--- config.mk ---
export PLATFORM = sky130hd
export DESIGN_NAME = rtc_core
export DESIGN_NICKNAME = d
export VERILOG_FILES = /design/src/rtl/rtc_pkg.sv /design/src/rtl/rtc_divider.sv /design/src/rtl/rtc_calendar.sv /design/src/rtl/rtc_flags.sv /design/src/rtl/rtc_core.sv
export SDC_FILE = /design/constraint.sdc
export NUM_CORES = 1
export LEC_CHECK = 0
export ABC_AREA = 1
export BUFFER_PORTS_ARGS = -buffer_cell sky130_fd_sc_hd__buf_2
export CORE_MARGIN = 4
export CORE_UTILIZATION = 40
export CTS_CLUSTER_SIZE = 30
export DETAILED_ROUTE_END_ITERATION = 8
export PLACE_DENSITY = 0.58
export RECOVER_POWER = 50
export SKIP_CTS_REPAIR_TIMING = 1
export SLEW_MARGIN = 25
export SYNTH_ARGS = -nofsm -noshare
export SYNTH_HDL_FRONTEND = slang
export SYNTH_SLANG_ARGS = --single-unit
export TNS_END_PERCENT = 10
--- constraint.sdc ---
create_clock -name clk_i -period 7.2 [get_ports clk_i]
set_input_delay 1.08 -clock clk_i [delete_from_list [all_inputs] [get_ports clk_i]]
set_output_delay 1.08 -clock clk_i [all_outputs]
set_load 0.05 [all_outputs]
--- src/rtl/rtc_pkg.sv ---
package rtc_pkg;
  localparam int NUM_TIME = 10;
  localparam int IDX_SEC  = 0;
  localparam int IDX_ASEC = 1;
  localparam int IDX_MIN  = 2;
  localparam int IDX_AMIN = 3;
  localparam int IDX_HR   = 4;
  localparam int IDX_AHR  = 5;
  localparam int IDX_DOW  = 6;
  localparam int IDX_DOM  = 7;
  localparam int IDX_MON  = 8;
  localparam int IDX_YR   = 9;
  localparam logic [7:0] REG_A = 8'h0A;
  localparam logic [7:0] REG_B = 8'h0B;
  localparam logic [7:0] REG_C = 8'h0C;
  localparam logic [7:0] REG_D = 8'h0D;

  function automatic logic [7:0] from_reg(input logic [7:0] v, input logic bin);
    logic [7:0] t;
    t = {4'd0, v[7:4]} * 8'd10 + {4'd0, v[3:0]};
    return bin ? v : t;
  endfunction

  function automatic logic [7:0] to_reg(input logic [7:0] v, input logic bin);
    logic [7:0] tens, ones;
    tens = v / 8'd10;
    ones = v % 8'd10;
    return bin ? v : {tens[3:0], ones[3:0]};
  endfunction

  function automatic logic [7:0] hr_to24(input logic [7:0] v, input logic bin, input logic h24);
    logic [7:0] h;
    if (h24) return from_reg(v, bin);
    h = from_reg({1'b0, v[6:0]}, bin);
    if (h == 8'd12) h = 8'd0;
    if (v[7]) h = h + 8'd12;
    return h;
  endfunction

  function automatic logic [7:0] hr_from24(input logic [7:0] h, input logic bin, input logic h24);
    logic [7:0] h12, e;
    if (h24) return to_reg(h, bin);
    h12 = h % 8'd12;
    if (h12 == 8'd0) h12 = 8'd12;
    e = to_reg(h12, bin);
    return {(h >= 8'd12), e[6:0]};
  endfunction

  function automatic logic [7:0] days_in(input logic [7:0] mo, input logic [7:0] yr);
    case (mo)
      8'd2:                         return (yr[1:0] == 2'b00) ? 8'd29 : 8'd28;
      8'd4, 8'd6, 8'd9, 8'd11:      return 8'd30;
      default:                      return 8'd31;
    endcase
  endfunction
endpackage

--- src/rtl/rtc_divider.sv ---
module rtc_divider #(
  parameter int unsigned DIV_W     = 15,
  parameter int unsigned UIP_TICKS = 8
) (
  input  logic       clk_i,
  input  logic       rst_ni,
  input  logic       tick_i,
  input  logic [2:0] div_sel_i,
  input  logic [3:0] rate_i,
  input  logic       halt_i,
  output logic       sec_step_o,
  output logic       per_pulse_o,
  output logic       uip_o
);
  localparam logic [DIV_W-1:0] CNT_MAX   = '1;
  localparam logic [DIV_W-1:0] UIP_START = CNT_MAX - DIV_W'(UIP_TICKS - 1);

  logic [DIV_W-1:0] cnt_q, rate_mask;
  logic run, hold;

  assign run  = (div_sel_i == 3'b010);
  assign hold = (div_sel_i[2:1] == 2'b11);

  // period 2^(rate-1): pulse when the low rate-1 bits are all ones
  always_comb begin
    rate_mask = '0;
    for (int i = 0; i < int'(DIV_W); i++)
      if (i < int'(rate_i) - 1) rate_mask[i] = 1'b1;
  end

  assign per_pulse_o = tick_i && run && (rate_i != 4'd0) && ((cnt_q & rate_mask) == rate_mask);
  assign sec_step_o  = tick_i && run && !halt_i && (cnt_q == CNT_MAX);
  assign uip_o       = run && !halt_i && (cnt_q >= UIP_START);

  always_ff @(posedge clk_i or negedge rst_ni) begin
    if (!rst_ni)             cnt_q <= '0;
    else if (hold)           cnt_q <= '0;
    else if (tick_i && run)  cnt_q <= cnt_q + 1'b1;
  end
endmodule

--- src/rtl/rtc_calendar.sv ---
module rtc_calendar
  import rtc_pkg::*;
(
  input  logic                     clk_i,
  input  logic                     rst_ni,
  input  logic                     we_i,
  input  logic [3:0]               widx_i,
  input  logic [7:0]               wdata_i,
  input  logic                     step_i,
  input  logic                     bin_i,
  input  logic                     h24_i,
  output logic [NUM_TIME-1:0][7:0] regs_o,
  output logic                     alarm_o
);
  logic [NUM_TIME-1:0][7:0] regs_q, nxt;
  logic [7:0] s, m, h, dw, dm, mo, y;

  always_comb begin
    s  = from_reg(regs_q[IDX_SEC], bin_i) + 8'd1;
    m  = from_reg(regs_q[IDX_MIN], bin_i);
    h  = hr_to24(regs_q[IDX_HR], bin_i, h24_i);
    dw = from_reg(regs_q[IDX_DOW], bin_i);
    dm = from_reg(regs_q[IDX_DOM], bin_i);
    mo = from_reg(regs_q[IDX_MON], bin_i);
    y  = from_reg(regs_q[IDX_YR], bin_i);
    if (s >= 8'd60) begin
      s = 8'd0;
      m = m + 8'd1;
      if (m >= 8'd60) begin
        m = 8'd0;
        h = h + 8'd1;
        if (h >= 8'd24) begin
          h  = 8'd0;
          dw = (dw >= 8'd7 || dw == 8'd0) ? 8'd1 : dw + 8'd1;
          dm = dm + 8'd1;
          if (dm > days_in(mo, y)) begin
            dm = 8'd1;
            mo = mo + 8'd1;
            if (mo > 8'd12) begin
              mo = 8'd1;
              y  = (y >= 8'd99) ? 8'd0 : y + 8'd1;
            end
          end
        end
      end
    end
    nxt          = regs_q;
    nxt[IDX_SEC] = to_reg(s, bin_i);
    nxt[IDX_MIN] = to_reg(m, bin_i);
    nxt[IDX_HR]  = hr_from24(h, bin_i, h24_i);
    nxt[IDX_DOW] = to_reg(dw, bin_i);
    nxt[IDX_DOM] = to_reg(dm, bin_i);
    nxt[IDX_MON] = to_reg(mo, bin_i);
    nxt[IDX_YR]  = to_reg(y, bin_i);
    alarm_o = step_i && !we_i
              && (nxt[IDX_SEC] == regs_q[IDX_ASEC])
              && (nxt[IDX_MIN] == regs_q[IDX_AMIN])
              && (nxt[IDX_HR]  == regs_q[IDX_AHR]);
  end

  always_ff @(posedge clk_i or negedge rst_ni) begin
    if (!rst_ni) begin
      regs_q          <= '0;
      regs_q[IDX_DOW] <= 8'h01;
      regs_q[IDX_DOM] <= 8'h01;
      regs_q[IDX_MON] <= 8'h01;
    end else if (we_i) begin
      // a host write wins over a coincident update
      for (int i = 0; i < NUM_TIME; i++)
        if (widx_i == 4'(i)) regs_q[i] <= wdata_i;
    end else if (step_i) begin
      regs_q <= nxt;
    end
  end

  assign regs_o = regs_q;
endmodule

--- src/rtl/rtc_flags.sv ---
module rtc_flags (
  input  logic       clk_i,
  input  logic       rst_ni,
  input  logic       per_i,
  input  logic       alm_i,
  input  logic       upd_i,
  input  logic       clr_i,
  input  logic [2:0] en_i,
  output logic [2:0] flags_o,
  output logic       irqf_o
);
  logic [2:0] flags_q;

  // new events win over a same-cycle clear
  always_ff @(posedge clk_i or negedge rst_ni) begin
    if (!rst_ni) flags_q <= '0;
    else         flags_q <= (clr_i ? 3'b000 : flags_q) | {per_i, alm_i, upd_i};
  end

  assign flags_o = flags_q;
  assign irqf_o  = |(flags_q & en_i);
endmodule

--- src/rtl/rtc_core.sv ---
module rtc_core
  import rtc_pkg::*;
#(
  parameter int unsigned DIV_W     = 15,
  parameter int unsigned UIP_TICKS = 8
) (
  input  logic       clk_i,
  input  logic       rst_ni,
  input  logic       tick_i,
  input  logic       idx_we_i,
  input  logic       data_we_i,
  input  logic       data_rd_i,
  input  logic [7:0] wdata_i,
  output logic [7:0] rdata_o,
  output logic       irq_o
);
  logic [7:0] index_q, reg_b_q, rd_val;
  logic [6:0] reg_a_q;
  logic [NUM_TIME-1:0][7:0] time_regs;
  logic [2:0] flags;
  logic sec_step, per_pulse, uip, alarm_hit, irqf, time_we, rd_c;

  assign time_we = data_we_i && (index_q < 8'(NUM_TIME));
  assign rd_c    = data_rd_i && (index_q == REG_C);

  always_ff @(posedge clk_i or negedge rst_ni) begin
    if (!rst_ni) begin
      index_q <= '0;
      reg_a_q <= 7'h20;
      reg_b_q <= 8'h02;
    end else begin
      if (idx_we_i) index_q <= wdata_i;
      if (data_we_i && index_q == REG_A) reg_a_q <= wdata_i[6:0];
      if (data_we_i && index_q == REG_B) reg_b_q <= wdata_i;
    end
  end

  rtc_divider #(.DIV_W(DIV_W), .UIP_TICKS(UIP_TICKS)) u_div (
    .clk_i, .rst_ni, .tick_i,
    .div_sel_i  (reg_a_q[6:4]),
    .rate_i     (reg_a_q[3:0]),
    .halt_i     (reg_b_q[7]),
    .sec_step_o (sec_step),
    .per_pulse_o(per_pulse),
    .uip_o      (uip)
  );

  rtc_calendar u_cal (
    .clk_i, .rst_ni,
    .we_i   (time_we),
    .widx_i (index_q[3:0]),
    .wdata_i,
    .step_i (sec_step),
    .bin_i  (reg_b_q[2]),
    .h24_i  (reg_b_q[1]),
    .regs_o (time_regs),
    .alarm_o(alarm_hit)
  );

  rtc_flags u_flags (
    .clk_i, .rst_ni,
    .per_i  (per_pulse),
    .alm_i  (alarm_hit),
    .upd_i  (sec_step),
    .clr_i  (rd_c),
    .en_i   (reg_b_q[6:4]),
    .flags_o(flags),
    .irqf_o (irqf)
  );

  always_comb begin
    rd_val = 8'h00;
    for (int i = 0; i < NUM_TIME; i++)
      if (index_q == 8'(i)) rd_val = time_regs[i];
    case (index_q)
      REG_A:   rd_val = {uip, reg_a_q};
      REG_B:   rd_val = reg_b_q;
      REG_C:   rd_val = {irqf, flags, 4'h0};
      REG_D:   rd_val = 8'h80;
      default: ;
    endcase
  end

  always_ff @(posedge clk_i or negedge rst_ni) begin
    if (!rst_ni)        rdata_o <= '0;
    else if (data_rd_i) rdata_o <= rd_val;
  end

  assign irq_o = irqf;
endmodule

# Yosys cells after proc, flatten, opt, wreduce, memory -nomap -nowiden
# Index checks and enable logic that the tools add are counted.
[totals] inputBits=14 elab_cells=264 reg_bits=129
[classes] magnitude_cmp=25 n_reduce_logical=38 n_mul=8 n_div=17 bitwise_logic=3 addsub=18 n_eq_ne=42 n_mux=97
[ops] operator="$mux W8" n=72
[ops] operator="$lt A5 B32 Y1 const A" n=7
[ops] operator="$mux W80" n=2
[ops] operator="$lt A4 B32 Y1 const A" n=4
[ops] operator="$eq A8 B4 Y1 const B" n=9
[ops] operator="$mod A8 B4 Y8 const B" n=9
[ops] operator="$div A8 B4 Y8 const B" n=8
[ops] operator="$lt A3 B32 Y1 const A" n=2
[ops] operator="$add A8 B1 Y8 const B" n=7
[ops] operator="$add A8 B4 Y8" n=7
[ops] operator="$mul A4 B3 Y7 const B" n=7
[ops] operator="$eq A8 B3 Y1 const B" n=6
[ops] operator="$lt A1 B32 Y1 const A" n=1
[ops] operator="$lt A2 B32 Y1 const A" n=1
[ops] operator="$pmux W8 S4" n=1
[ops] operator="$mux W15" n=2
[ops] operator="$eq A8 B2 Y1 const B" n=3
[ops] operator="$eq A8 B8 Y1" n=3
[ops] operator="$logic_not A8 Y1" n=3
[ops] operator="$reduce_and A2 Y1" n=10
[ops] operator="$mux W1" n=17
[ops] operator="$eq A4 B3 Y1 const B" n=4
[ops] operator="$ge A8 B6 Y1 const B" n=2
[ops] operator="$pmux W8 S2" n=1
[ops] operator="other kinds (36)" n=60

# Depth between registers and ports, before layout
# Gate-level depths: netlist of run 1.
[depth] depth_word=24 ltp_mapped=52 depth_no_buf=52

# Cells and area by module
# A second synthesis of run 1 with hierarchy kept.
[hier_totals] hier_cells=2404 area_unflattened_um2=15320.9
[modules_own_cells] mod="rtc_calendar" cells_each=1862 instances=1 area_per_inst_um2=11780.0
[modules_own_cells] mod="rtc_core" cells_each=331 instances=1 area_per_inst_um2=2125.8
[modules_own_cells] mod="rtc_divider" cells_each=198 instances=1 area_per_inst_um2=1290.0
[modules_own_cells] mod="rtc_flags" cells_each=13 instances=1 area_per_inst_um2=125.1

# Least setup slack after synthesis of run 1
# Ideal clock, no wire load.
[synth_timing] path_type="register to register" from="register u_cal.regs_q, in the netlist u_cal.regs_o[69]" to="register u_cal.regs_q, in the netlist u_cal.regs_o[74]" required_time_ps=7127 path_stages_with_launch=44 path_slack_ps=1605 setup_time_ps=73 t_arrival_ps=5522 cell_sequence="dfrtp_1 ha_1 ha_1 fa_1 inv_1 nor2_1 xor2_1 a21oi_1 nor2_1 nand2_1 nor3_1 ha_1 inv_1 nor2_1 nor2_1 a2111oi_0 nand2_1 nand2_1 (+8 left out) nand2_2 nand2_2 nand2_1 nand3_1 nand2_2 nand2_2 nand2_2 nand2_2 nand2_1 nand2_2 nand2_2 xor2_1 ha_1 nor2_1 nor2_1 o21ai_1 nand2_1 a21oi_2"
[synth_via] elab_chain_cells=18 elab_cells_between_ends=25 classes_between="2 x add/sub; 1 x mul; 1 x div; 2 x order compare; 5 x eq/ne; 13 x mux; 1 x reduce/logical"
[synth_rtl] element="start, declared" line="rtc_calendar.sv:15" text="logic [NUM_TIME-1:0][7:0] regs_q, nxt;"
[synth_rtl] element="start signal, assigned by index" line="rtc_calendar.sv:70" text="if (widx_i == 4'(i)) regs_q[i] <= wdata_i;"
[synth_rtl] element="start signal, assigned" line="rtc_calendar.sv:72" text="regs_q <= nxt;"
[synth_rtl] element="$mul A4 B3 Y7" line="rtc_pkg.sv:20" text="t = {4'd0, v[7:4]} * 8'd10 + {4'd0, v[3:0]};"
[synth_rtl] element="$add A8 B4 Y8" line="rtc_pkg.sv:20"
[synth_rtl] element="$mux W8 *" line="rtc_pkg.sv:21" text="return bin ? v : t;"
[synth_rtl] element="$eq A8 B3 Y1 / $eq A8 B4 Y1 (equally long branches)" line="rtc_pkg.sv:50" text="case (mo)"
[synth_rtl] element="$reduce_or A4 Y1" line="rtc_pkg.sv:50"
[synth_rtl] element="$pmux W8 S2" line="rtc_pkg.sv:50"
[synth_rtl] element="$mux W8" line="rtc_calendar.sv:32" text="if (h >= 8'd24) begin"
[synth_rtl] element="$mux W8" line="rtc_calendar.sv:29" text="if (m >= 8'd60) begin"
[synth_rtl] element="(+2 left out)"
[synth_rtl] element="$mux W8 *" line="rtc_calendar.sv:36" text="if (dm > days_in(mo, y)) begin"
[synth_rtl] element="$mux W8 *" line="rtc_calendar.sv:32"
[synth_rtl] element="$mux W8 *" line="rtc_calendar.sv:29"
[synth_rtl] element="$mux W8 *" line="rtc_calendar.sv:26" text="if (s >= 8'd60) begin"
[synth_rtl] element="$mod A8 B4 Y8" line="rtc_pkg.sv:27" text="ones = v % 8'd10;"
[synth_rtl] element="$mux W8 *" line="rtc_pkg.sv:28" text="return bin ? v : {tens[3:0], ones[3:0]};"
[synth_rtl] element="$mux W80 *" line="rtc_calendar.sv:71" text="end else if (step_i) begin"
[synth_rtl] element="$mux W80 *" line="rtc_calendar.sv:67" text="end else if (we_i) begin"
# Mark *: on every way between the ends. The rest lies on a longest branch, timed or not. The select of a mux whose other input is x is not followed.
# A chain may end at the register's enable or synchronous reset.

# Worst setup path in the final report of run 1
# Same ends and word-level chain as after synthesis.

==> results.yml, run 1 <==
logic_synthesis:
  ys_seq_elements: 129
  synth_largest_area_cell: "dfrtp_1"
  yosys_warnings: 0
  syn_area_per_cell_sq_um: 6.417
  synth_top_area_frac: 0.2151
  synth_ff_type: "dfrtp_1"
  ys_top_cells_by_area: "dfrtp_1, nand2_1, inv_1, ha_1, nand3_1"
  async_reset_ff_frac: 1.000
  synth-edff-count: 0
  syn_inst: 2248
  yosysUniqueCellTypes: 73
  synth_seq_area_share: 0.2242
  syn_nets: 2359
  synthesis.area_sq_um: 14430
floorplan:
  core_area_sq_um: 35570
  rows: 69
  die_w_um: 197.9
  die-area_sq_um: 39160
  ios: 23
  start_util: 0.4056
  die_y_um: 197.9
clock_tree:
  clk_latency_ps: 430
  htreeDepth: 4
  clock-root-buffer: "clkbuf_16"
  clock_path_buffers: 2
  cts_tree: "built"
  clock-sinks: 129
  cts_made_buffers: 17
  cts.clk_slew.worst_paths_ps: 60
route:
  wire_per_inst_um: 15.92
  viasPerCell: 5.390
  vias: 14680
  drc: 0
  ant_nets: 0
  drt_iter0_markers: 1099
  drtPass1Iterations: 5
  wl_mm: 43.36
place:
  post-place-cells: 2691
  dpl_cell_area_sq_um: 14920
  hpwlAfterDp_mm: 33.71
  dp_slack_ps: 695.9
  gp_congestion: 0.8998
  port_buffers: 22
power_and_ir_drop:
  peakVddDrop_v: 0.0001779
  cellPowerDensity_nw_per_um2: 183.4
  p_leak_nw: 7.784
grt:
  grtUsageMet2: 0.3792
  grt_use_met3: 0.02263
  grt.overflow.total: 0
  top_usage_layer: "met2"
  antenna_found_initial: 0
  grt_start_max_net_pins: 80
  use_met1: 0.3061
  grt_pass1_wl_mm: 71.32
  grt_pass1_vias: 13880
  grt_use_total: 0.2215
setup_path:
  crit_path_max_fanout: 14
  arrival_ps: 6820
  worst_setup_path_end_kind: "flip-flop"
  r2r_cells: 43
  crit_type: "flip-flop to flip-flop"
  crit_required_ps: 7560
  cp_slowest_cell: "fa_1"
  cpPeakStageDelay_ps: 510
  start_kind: "flip-flop"
sta:
  drv_slew: 132
  max_clock_freq_mhz: 154.8
  grt_setup_unrepaired: "false"
  fin_crit_ps: 6460
  whs_ps: 485.7
  fin_ws_ps: 739.6
  fin_skew_ps: 8.777
  finalSetupViolCount: 0
  fin_tns_setup_ps: 0
  worst_pin_slew_ps: 2943
  hold_violations: 0
  relSlewSlack: -0.9617
  min_period_over_period: 0.8973
cells_and_area:
  final_cell_area_sq_um: 15450
  nNetsFinal: 2360
  layoutNonFillerInstCount: 2723
  drive_gt1_frac: 0.1061
  n_antenna_cell: 0
  layout_common_cells: "nand2_1, inv_1, nor2_1"
  areaGrowthSynthToFinish_pct: 7.078
  final_common_cell: "nand2_1"
worst_hold_path:
  hold_depth: 2
  min_path_type: "flip-flop to flip-flop"
flow_run:
  maxCapViolCount: 2
run_status:
  status: "finished with violations"
  violations: "max-capacitance violations, max-slew violations"
==> report_power, final <==
| part | total [mW] | switching, mW | internal, mW |
|---|---|---|---|
| sequential | 0.818 | 0.0575 | 0.761 |
| combinational | 1.23 | 0.811 | 0.418 |
| clock | 0.785 | 0.340 | 0.446 |
| total | 2.83 | 1.21 | 1.62 |
==> worst paths after layout <==
check | from | to | slack [ps]
hold / removal | reg_b_q[3]$_DFFE_PN0P_ | reg_b_q[3]$_DFFE_PN0P_ | 490
min in group asynchronous | rst_ni | u_cal.regs_o[65]$_DFFE_PN0P_ | 1610
setup / recovery | u_cal.regs_o[69]$_DFFE_PN0P_ | u_cal.regs_o[74]$_DFFE_PN0P_ | 740
setup reg to reg | u_cal.regs_o[69]$_DFFE_PN0P_ | u_cal.regs_o[74]$_DFFE_PN0P_ | 740
max in group asynchronous | rst_ni | reg_b_q[2]$_DFFE_PN0P_ | 2190
hold reg to reg | reg_b_q[3]$_DFFE_PN0P_ | reg_b_q[3]$_DFFE_PN0P_ | 490
==> state kept, by name, summed over array words and instances, names as in the netlist <==
register	count
u_cal.regs_o	80
u_flags.flags_o	3
rdata_o	8
index_q	8
reg_a_q	7
reg_b_q	8
u_div.cnt_q	15
==> synthesized netlist by cell type, drive strengths merged, types with 5 or more instances <==
cell,number
a31oi,51
xor2,37
buf,26
o2111ai,5
nor4,5
clkbuf,25
xnor2,28
a221oi,13
nor3,25
a211oi,5
nand2,667
a21oi,101
o21a,5
ha,83
inv,307
o211ai,10
or2,11
o21ai,185
o22ai,10
dfstp,5
fa,14
nand3,199
nor2,231
nand4,37
dfrtp,124
nand3b,10
==> through the flow <==
stage               power [mW]    util
floorplan                1.776       -
global placement         2.030  0.4196
detailed placement       2.057  0.4196
CTS                      2.845  0.4341
global route             3.066  0.4343
finish                   2.833  0.4343
==> logic make-up (layout without fill, tap and decap cells) <==
logic type               Yosys count  count (layout)  synth area share
AND/OR/NAND/NOR                 1187            1187            0.3674
adder cells (fa/ha/maj)           97              97           0.09142
AO/OA/AOI/OAI                    411             411            0.1742
flip-flops                       129             129            0.2242
buffers and inverters            359             373            0.1002
XOR/XNOR                          65              65           0.04259
==> final cells by class <==
class	count	area [sq um]
clock inverter	10	63.81
inverter	308	1164
fill	3740	20120
timing repair buffer	33	187.7
sequential	129	3238
tap	461	576.8
multi-input combinational	1760	9762
clock buffer	22	454.2
==> per-layer routing <==
| metal | vias to the layer above | wire, um |
|---|---|---|
| li1 | 7403 | - |
| met1 | 6829 | 20080 |
| met2 | 396 | 20360 |
| met3 | 48 | 2207 |
| met4 | 0 | 712 |
| met5 | - | 0 |
==> critical path, delay by kind of cell (launching register included) <==
| family | cells | cell delay (ps) |
|---|---|---|
| buf+inv | 3 | 340 |
| simple gates | 28 | 2610 |
| compound gates | 5 | 1150 |
| fa+ha+maj | 5 | 1570 |
| flops | 1 | 450 |
| xor+xnor | 2 | 260 |
Note: power is estimated with default switching activity, not from simulation.
==> inputs of run 2 (changes only) <==
--- a/config.mk
+++ b/config.mk
@@ -11,11 +11,13 @@
 export CORE_UTILIZATION = 40
 export CTS_CLUSTER_SIZE = 30
 export DETAILED_ROUTE_END_ITERATION = 8
+export MAX_ROUTING_LAYER = met4
 export PLACE_DENSITY = 0.58
 export RECOVER_POWER = 50
 export SKIP_CTS_REPAIR_TIMING = 1
 export SLEW_MARGIN = 25
 export SYNTH_ARGS = -nofsm -noshare
 export SYNTH_HDL_FRONTEND = slang
+export SYNTH_HIERARCHICAL = 1
 export SYNTH_SLANG_ARGS = --single-unit
 export TNS_END_PERCENT = 10
==> run 2 against run 1 <==
  * Setup slack lost 360 ps
  * Worst hold slack gained 25 ps
  * Largest power group unchanged
  * Global-route usage grew 0.28 points
  * Sequential cell count is the same
  * Utilization rose by 0.89 points
  * Sequential share of layout area decreased by 1.6 points
  * Clock-buffer cell count shrank 3
  * Highest routed layer unchanged
  * Critical endpoint is now u_flags/flags_o[1]$_DFF_PN0_
  * Combinational power grew to 3.2 times the previous value
  * Clock power is 11% higher
  * The flow still finishes with violations (max-capacitance violations, max-slew violations)
==> results.yml, run 2 <==
run_status:
  status: "finished with violations"
  violations: "max-capacitance violations, max-slew violations"
place:
  dp_slack_ps: -22.30
  gp_congestion: 0.9347
  port_buffers: 22
  post-place-cells: 2911
  hpwlAfterDp_mm: 35.37
  dpl_cell_area_sq_um: 15960
logic_synthesis:
  yosysUniqueCellTypes: 77
  yosys_warnings: 6
  synth_largest_area_cell: "dfrtp_1"
  synth_xor_area_frac: 0.03708
  syn_nets: 2520
  synth_mux_area_frac: 0.001388
  synthSimpleGateAreaFrac: 0.4241
  synth_top_area_frac: 0.2025
  async_reset_ff_frac: 1.000
  synth_most_common_cell: "nand2_1"
  ys_top_cells_by_area: "dfrtp_1, nand2_1, ha_1, nand3_1, inv_1"
  synth_compound_area_frac: 0.1338
  synth_top_family_by_area: "simple AND/OR/NAND/NOR gates"
  syn_inst: 2404
  synth_seq_area_share: 0.2111
  synth_ff_type: "dfrtp_1"
  syn_area_per_cell_sq_um: 6.373
  synth_common_cells: "nand2_1, inv_1, nor2_1"
  synth-edff-count: 0
  ys_seq_elements: 129
  synthAdderAreaFrac: 0.09016
  synthesis.area_sq_um: 15320
setup_path:
  path_common_cell: "nand2_1"
  cpPeakStageDelay_ps: 600
  crit_type: "flip-flop to flip-flop"
  worst_setup_path_end_kind: "flip-flop"
  crit_path_max_fanout: 8
  crit_start: "u_cal/regs_o[21]$_DFFE_PN0P_"
  cp_slowest_cell: "fa_2"
  crit_required_ps: 7470
  r2r_start: "u_cal/regs_o[21]$_DFFE_PN0P_"
  arrival_ps: 7080
  start_kind: "flip-flop"
grt:
  antenna_found_initial: 1
  grt_pass1_wl_mm: 74.71
  grt_use_total: 0.2243
  grt_pass1_vias: 14500
  grt.overflow.total: 0
  grt_start_max_net_pins: 94
clock_tree:
  clk_latency_ps: 420
  clock_path_buffers: 2
  clock-root-buffer: "clkbuf_16"
  cts_tree: "built"
  clock-sinks: 129
  cts_made_buffers: 17
  htreeDepth: 4
  cts.clk_slew.worst_paths_ps: 60
route:
  wire_per_inst_um: 15.69
  viasPerCell: 5.270
  drt_iter0_markers: 1158
  vias: 15550
  ant_nets: 0
  wl_mm: 46.29
  drc: 0
  drtPass1Iterations: 6
sta:
  fin_skew_ps: 13.39
  grt_setup_unrepaired: "true"
  max_clock_freq_mhz: 146.7
  whs_ps: 510.4
  drv_slew: 132
  finalSetupViolCount: 0
  relSlewSlack: -0.9351
  hold_violations: 0
  min_period_over_period: 0.9467
  worst_pin_slew_ps: 2903
  fin_crit_ps: 6816
  fin_tns_setup_ps: 0
  fin_ws_ps: 383.9
power_and_ir_drop:
  p_leak_nw: 8.360
  p_total_mw: 5.646
  cellPowerDensity_nw_per_um2: 337.5
  peakVddDrop_v: 0.0003387
cells_and_area:
  final_common_cell: "nand2_1"
  multi_input_area_sq_um: 10650
  fill_cells: 4005
  register_area_sq_um: 3237
  n_antenna_cell: 0
  final_cell_area_sq_um: 16730
  largest_reg_flops: 80
  utilization: 0.4431
  areaGrowthSynthToFinish_pct: 9.196
  nNetsFinal: 2544
  layoutNonFillerInstCount: 2951
  layout_common_cells: "nand2_1, inv_1, nor2_1"
  drive_gt1_frac: 0.1455
floorplan:
  die_w_um: 203.7
  rows: 71
  die_y_um: 203.7
  core_area_sq_um: 37760
  start_util: 0.4058
  ios: 23
  die-area_sq_um: 41500
worst_hold_path:
  hp-start: "rdata_o[5]$_DFFE_PN0P_"
  min_path_type: "flip-flop to flip-flop"
flow_run:
  maxCapViolCount: 2
==> run 2: cell types whose count changed after synthesis, sizes merged, moves of 6 or more <==
| cell | previous run | this run |
|---|---|---|
| nand2 | 667 | 744 |
| nor2 | 231 | 280 |
| nand3 | 199 | 225 |
| nand4 | 37 | 56 |
| or2 | 11 | 29 |
| a21oi | 101 | 87 |
| o21ai | 185 | 171 |
| a221oi | 13 | 0 |
| nand3b | 10 | 17 |
| o22ai | 10 | 3 |
| and2 | 0 | 6 |
==> run 2: per-layer routing <==
layer  GRT usage  wire (um)  vias to the layer above  share of wire
met5           -          0                        -              0
met4     0.04095        616                        0          0.013
met3     0.01940       1766                       48          0.038
met2      0.3754      22160                      345           0.48
met1      0.3015      21750                     7294           0.47
li1            -          -                     7865              -
==> run 2: area by class of cell <==
class | instances | area share
well taps | 511 | 0.03822
multi-input cells | 1906 | 0.6365
clock buffers | 19 | 0.02707
inverters | 311 | 0.07068
flip-flops and latches | 129 | 0.1935
clock inverters | 12 | 0.007928
repair buffers | 63 | 0.02618
==> run 2: worst paths after layout <==
path	to	slack, ps	cells after the start
hold reg to reg	rdata_o[5]$_DFFE_PN0P_	510	2
setup reg to reg	u_flags/flags_o[1]$_DFF_PN0_	380	58
setup / recovery	u_flags/flags_o[1]$_DFF_PN0_	380	58
max in group asynchronous	u_cal/regs_o[68]$_DFFE_PN0P_	2230	2
hold / removal	rdata_o[5]$_DFFE_PN0P_	510	2
min in group asynchronous	u_cal/regs_o[5]$_DFFE_PN0P_	1600	1
==> run 2: critical path, delay by kind of cell, from the launching register on <==
kind	cells	cell delay [ps]
flip-flops	1	410
AO/OA/AOI/OAI	5	710
AND/OR/NAND/NOR	36	2990
buffers and inverters	9	580
adder cells (fa/ha/maj)	8	1970
==> run 2: kinds of logic (layout without fill, tap and decap cells) <==
family                     count (synthesis)  after routing
buffers and inverters                    369            405
other                                      1              1
DFF                                      129            129
AOI/OAI and AO/OA                        345            345
and+or+nand+nor                         1392           1392
muxes                                      2              2
adders and majority gates                102            102
xor gates and xnor gates                  64             64
==> run 2: power by group <==
part           leakage, nW  switching, mW  internal [mW]
Sequential            1.71         0.0710          0.774
Combinational         6.38           2.54           1.39
Clock                0.270          0.346          0.527
==> inputs of run 3 (changes only) <==
--- a/config.mk
+++ b/config.mk
@@ -12,7 +12,7 @@
 export CTS_CLUSTER_SIZE = 30
 export DETAILED_ROUTE_END_ITERATION = 8
 export MAX_ROUTING_LAYER = met4
-export PLACE_DENSITY = 0.58
+export PLACE_DENSITY = 0.63
 export RECOVER_POWER = 50
 export SKIP_CTS_REPAIR_TIMING = 1
 export SLEW_MARGIN = 25
==> run 3 against run 2 <==
  * The flow still finishes with violations (max-capacitance violations, max-slew violations)
  * Power increased by 1.3%
  * Non-clock buffer count grew 2
  * Maximum frequency up 1.3%
  * Utilization is the same
  * Clock-buffer cell count is 1 lower
  * Die area is the same
  * Sequential cell count is the same
  * Clock skew shrank 5.4 ps
  * Setup slack gained 85 ps
  * Register-to-register slack better by 90 ps
  * Critical path type unchanged
  * Largest cell class unchanged
  * Highest routed layer unchanged
==> results.yml, run 3 (synthesis gave the netlist of run 2 again) <==
clock_tree:
  clk_latency_ps: 420
  htreeDepth: 4
  cts_tree: "built"
  clock_path_buffers: 2
  clock-sinks: 129
  cts_made_buffers: 17
  cts.clk_slew.worst_paths_ps: 60
  clock-root-buffer: "clkbuf_16"
sta:
  whs_ps: 503.7
  min_period_over_period: 0.9349
  worst_pin_slew_ps: 3578
  relSlewSlack: -1.385
  fin_skew_ps: 7.992
  finalSetupViolCount: 0
  hold_violations: 0
  fin_tns_setup_ps: 0
  grt_setup_unrepaired: "true"
  max_clock_freq_mhz: 148.6
  drv_slew: 132
  fin_crit_ps: 6731
route:
  drt_iter0_markers: 1136
  wl_mm: 44.57
  ant_nets: 0
  vias: 15610
  drtPass1Iterations: 6
  viasPerCell: 5.284
  wire_per_inst_um: 15.09
  drc: 0
worst_hold_path:
  worstHoldEndpoint: "reg_b_q[3]$_DFFE_PN0P_"
  hp-start: "reg_b_q[3]$_DFFE_PN0P_"
  min_path_type: "flip-flop to flip-flop"
  hold_depth: 2
power_and_ir_drop:
  combPwrFrac: 0.708
  p_seq_frac: 0.148
  p_leak_nw: 8.327
  switching_share: 0.5214
  p_int_mw: 2.738
  cellPowerDensity_nw_per_um2: 341.9
  p_switching_mw: 2.983
  peakVddDrop_v: 0.0002942
  pwr-share-clk: 0.144
  p_total_mw: 5.720
setup_path:
  crit_path_max_fanout: 7
  crit_required_ps: 7470
  worst_setup_path_end_kind: "flip-flop"
  timing.rr.end: "u_flags/flags_o[1]$_DFF_PN0_"
  r2r_start: "u_cal/regs_o[23]$_DFFE_PN0P_"
  path_common_cell: "nand2_1"
  arrival_ps: 7010
  r2r_cells: 57
  crit_type: "flip-flop to flip-flop"
  ff2ff_setup_slack_ps: 470
  cpPeakStageDelay_ps: 590
  start_kind: "flip-flop"
  cp_slowest_cell: "fa_2"
floorplan:
  die_y_um: 203.7
  rows: 71
  die_w_um: 203.7
  ios: 23
  die-area_sq_um: 41500
  core_area_sq_um: 37760
  start_util: 0.4058
cells_and_area:
  layout_common_cells: "nand2_1, inv_1, nor2_1"
  nNetsFinal: 2546
  n_antenna_cell: 0
  utilization: 0.4431
  final_cell_area_sq_um: 16730
  fill_cells: 3866
  final_common_cell: "nand2_1"
  areaGrowthSynthToFinish_pct: 9.196
  largest_reg_flops: 80
  drive_gt1_frac: 0.1466
grt:
  grt.overflow.total: 0
  grt_start_max_net_pins: 94
  grt_use_total: 0.2140
  grt_pass1_wl_mm: 71.94
  antenna_found_initial: 0
  grt_pass1_vias: 14200
place:
  port_buffers: 22
  dpl_cell_area_sq_um: 15920
  hpwlAfterDp_mm: 34.13
  gp_congestion: 0.9074
run_status:
  status: "finished with violations"
  violations: "max-capacitance violations, max-slew violations"
flow_run:
  maxCapViolCount: 2
-- run 3: cell count changes in the layout (fill, tap and decap cells not counted), moves of 5 or more --
cell / change
o21ai_1: -7
buf_2: -7
o21ai_0: +5
clkbuf_1: +7
-- run 3: worst max-delay path by stage --
stage / slack (ps) / depth (start not counted) / start / end
after floorplan: 520 / 58 / u_cal/regs_o[21]$_DFFE_PN0P_ / u_flags/flags_o[1]$_DFF_PN0_
after global placement: 260 / 58 / u_cal/regs_o[21]$_DFFE_PN0P_ / u_flags/flags_o[1]$_DFF_PN0_
after detailed placement: -30 / 58 / u_cal/regs_o[21]$_DFFE_PN0P_ / u_flags/flags_o[1]$_DFF_PN0_
after CTS: -60 / 58 / u_cal/regs_o[21]$_DFFE_PN0P_ / u_flags/flags_o[1]$_DFF_PN0_
after global routing: -130 / 57 / u_cal/regs_o[23]$_DFFE_PN0P_ / u_flags/flags_o[1]$_DFF_PN0_
final: 470 / 57 / u_cal/regs_o[23]$_DFFE_PN0P_ / u_flags/flags_o[1]$_DFF_PN0_
-- run 3: final cells by class --
class | count | area [sq um] | area share
Tap cell | 511 | 639.4 | 0.03822
Clock buffer | 18 | 439.2 | 0.02625
Clock inverter | 13 | 113.9 | 0.006806
Timing Repair Buffer | 65 | 447.9 | 0.02677
Inverter | 311 | 1181 | 0.07060
Sequential cell | 129 | 3242 | 0.1938
Multi-Input combinational cell | 1906 | 10670 | 0.6376
-- run 3: per-stage QoR --
stage               std cells  setup WS [ps]
CTS                      2935         -55.10
global placement         2904          260.3
detailed placement       2904         -29.95
floorplan                2404          518.1
global route             2953         -133.7
finish                   2953          469.0
-- run 3: power by group through the flow --
stage | combinational (mW) | sequential [mW] | clock, mW
after CTS | 3.70 | 0.845 | 0.832
final | 4.05 | 0.846 | 0.822
after global routing | 4.57 | 0.855 | 0.863
after floorplan | 2.95 | 0.849 | 0
after global placement | 3.60 | 0.855 | 0
after detailed placement | 3.69 | 0.857 | 0
-- run 3: worst max-delay path: cells and delay by family (launching register included) --
kind                     cells  cell delay, ps
AND/OR/NAND/NOR             35            2860
adder cells (fa/ha/maj)      7            1800
AO/OA/AOI/OAI                6             870
buffers and inverters        9             650
flip-flops                   1             410
-- run 3: per-layer routing --
metal | up-vias | wire length [um] | track usage
met1 | 7273 | 21020 | 0.2918
met2 | 389 | 20670 | 0.3452
li1 | 7874 | - | -
met3 | 69 | 1880 | 0.02003
met5 | - | 0 | -
met4 | 0 | 1007 | 0.05300
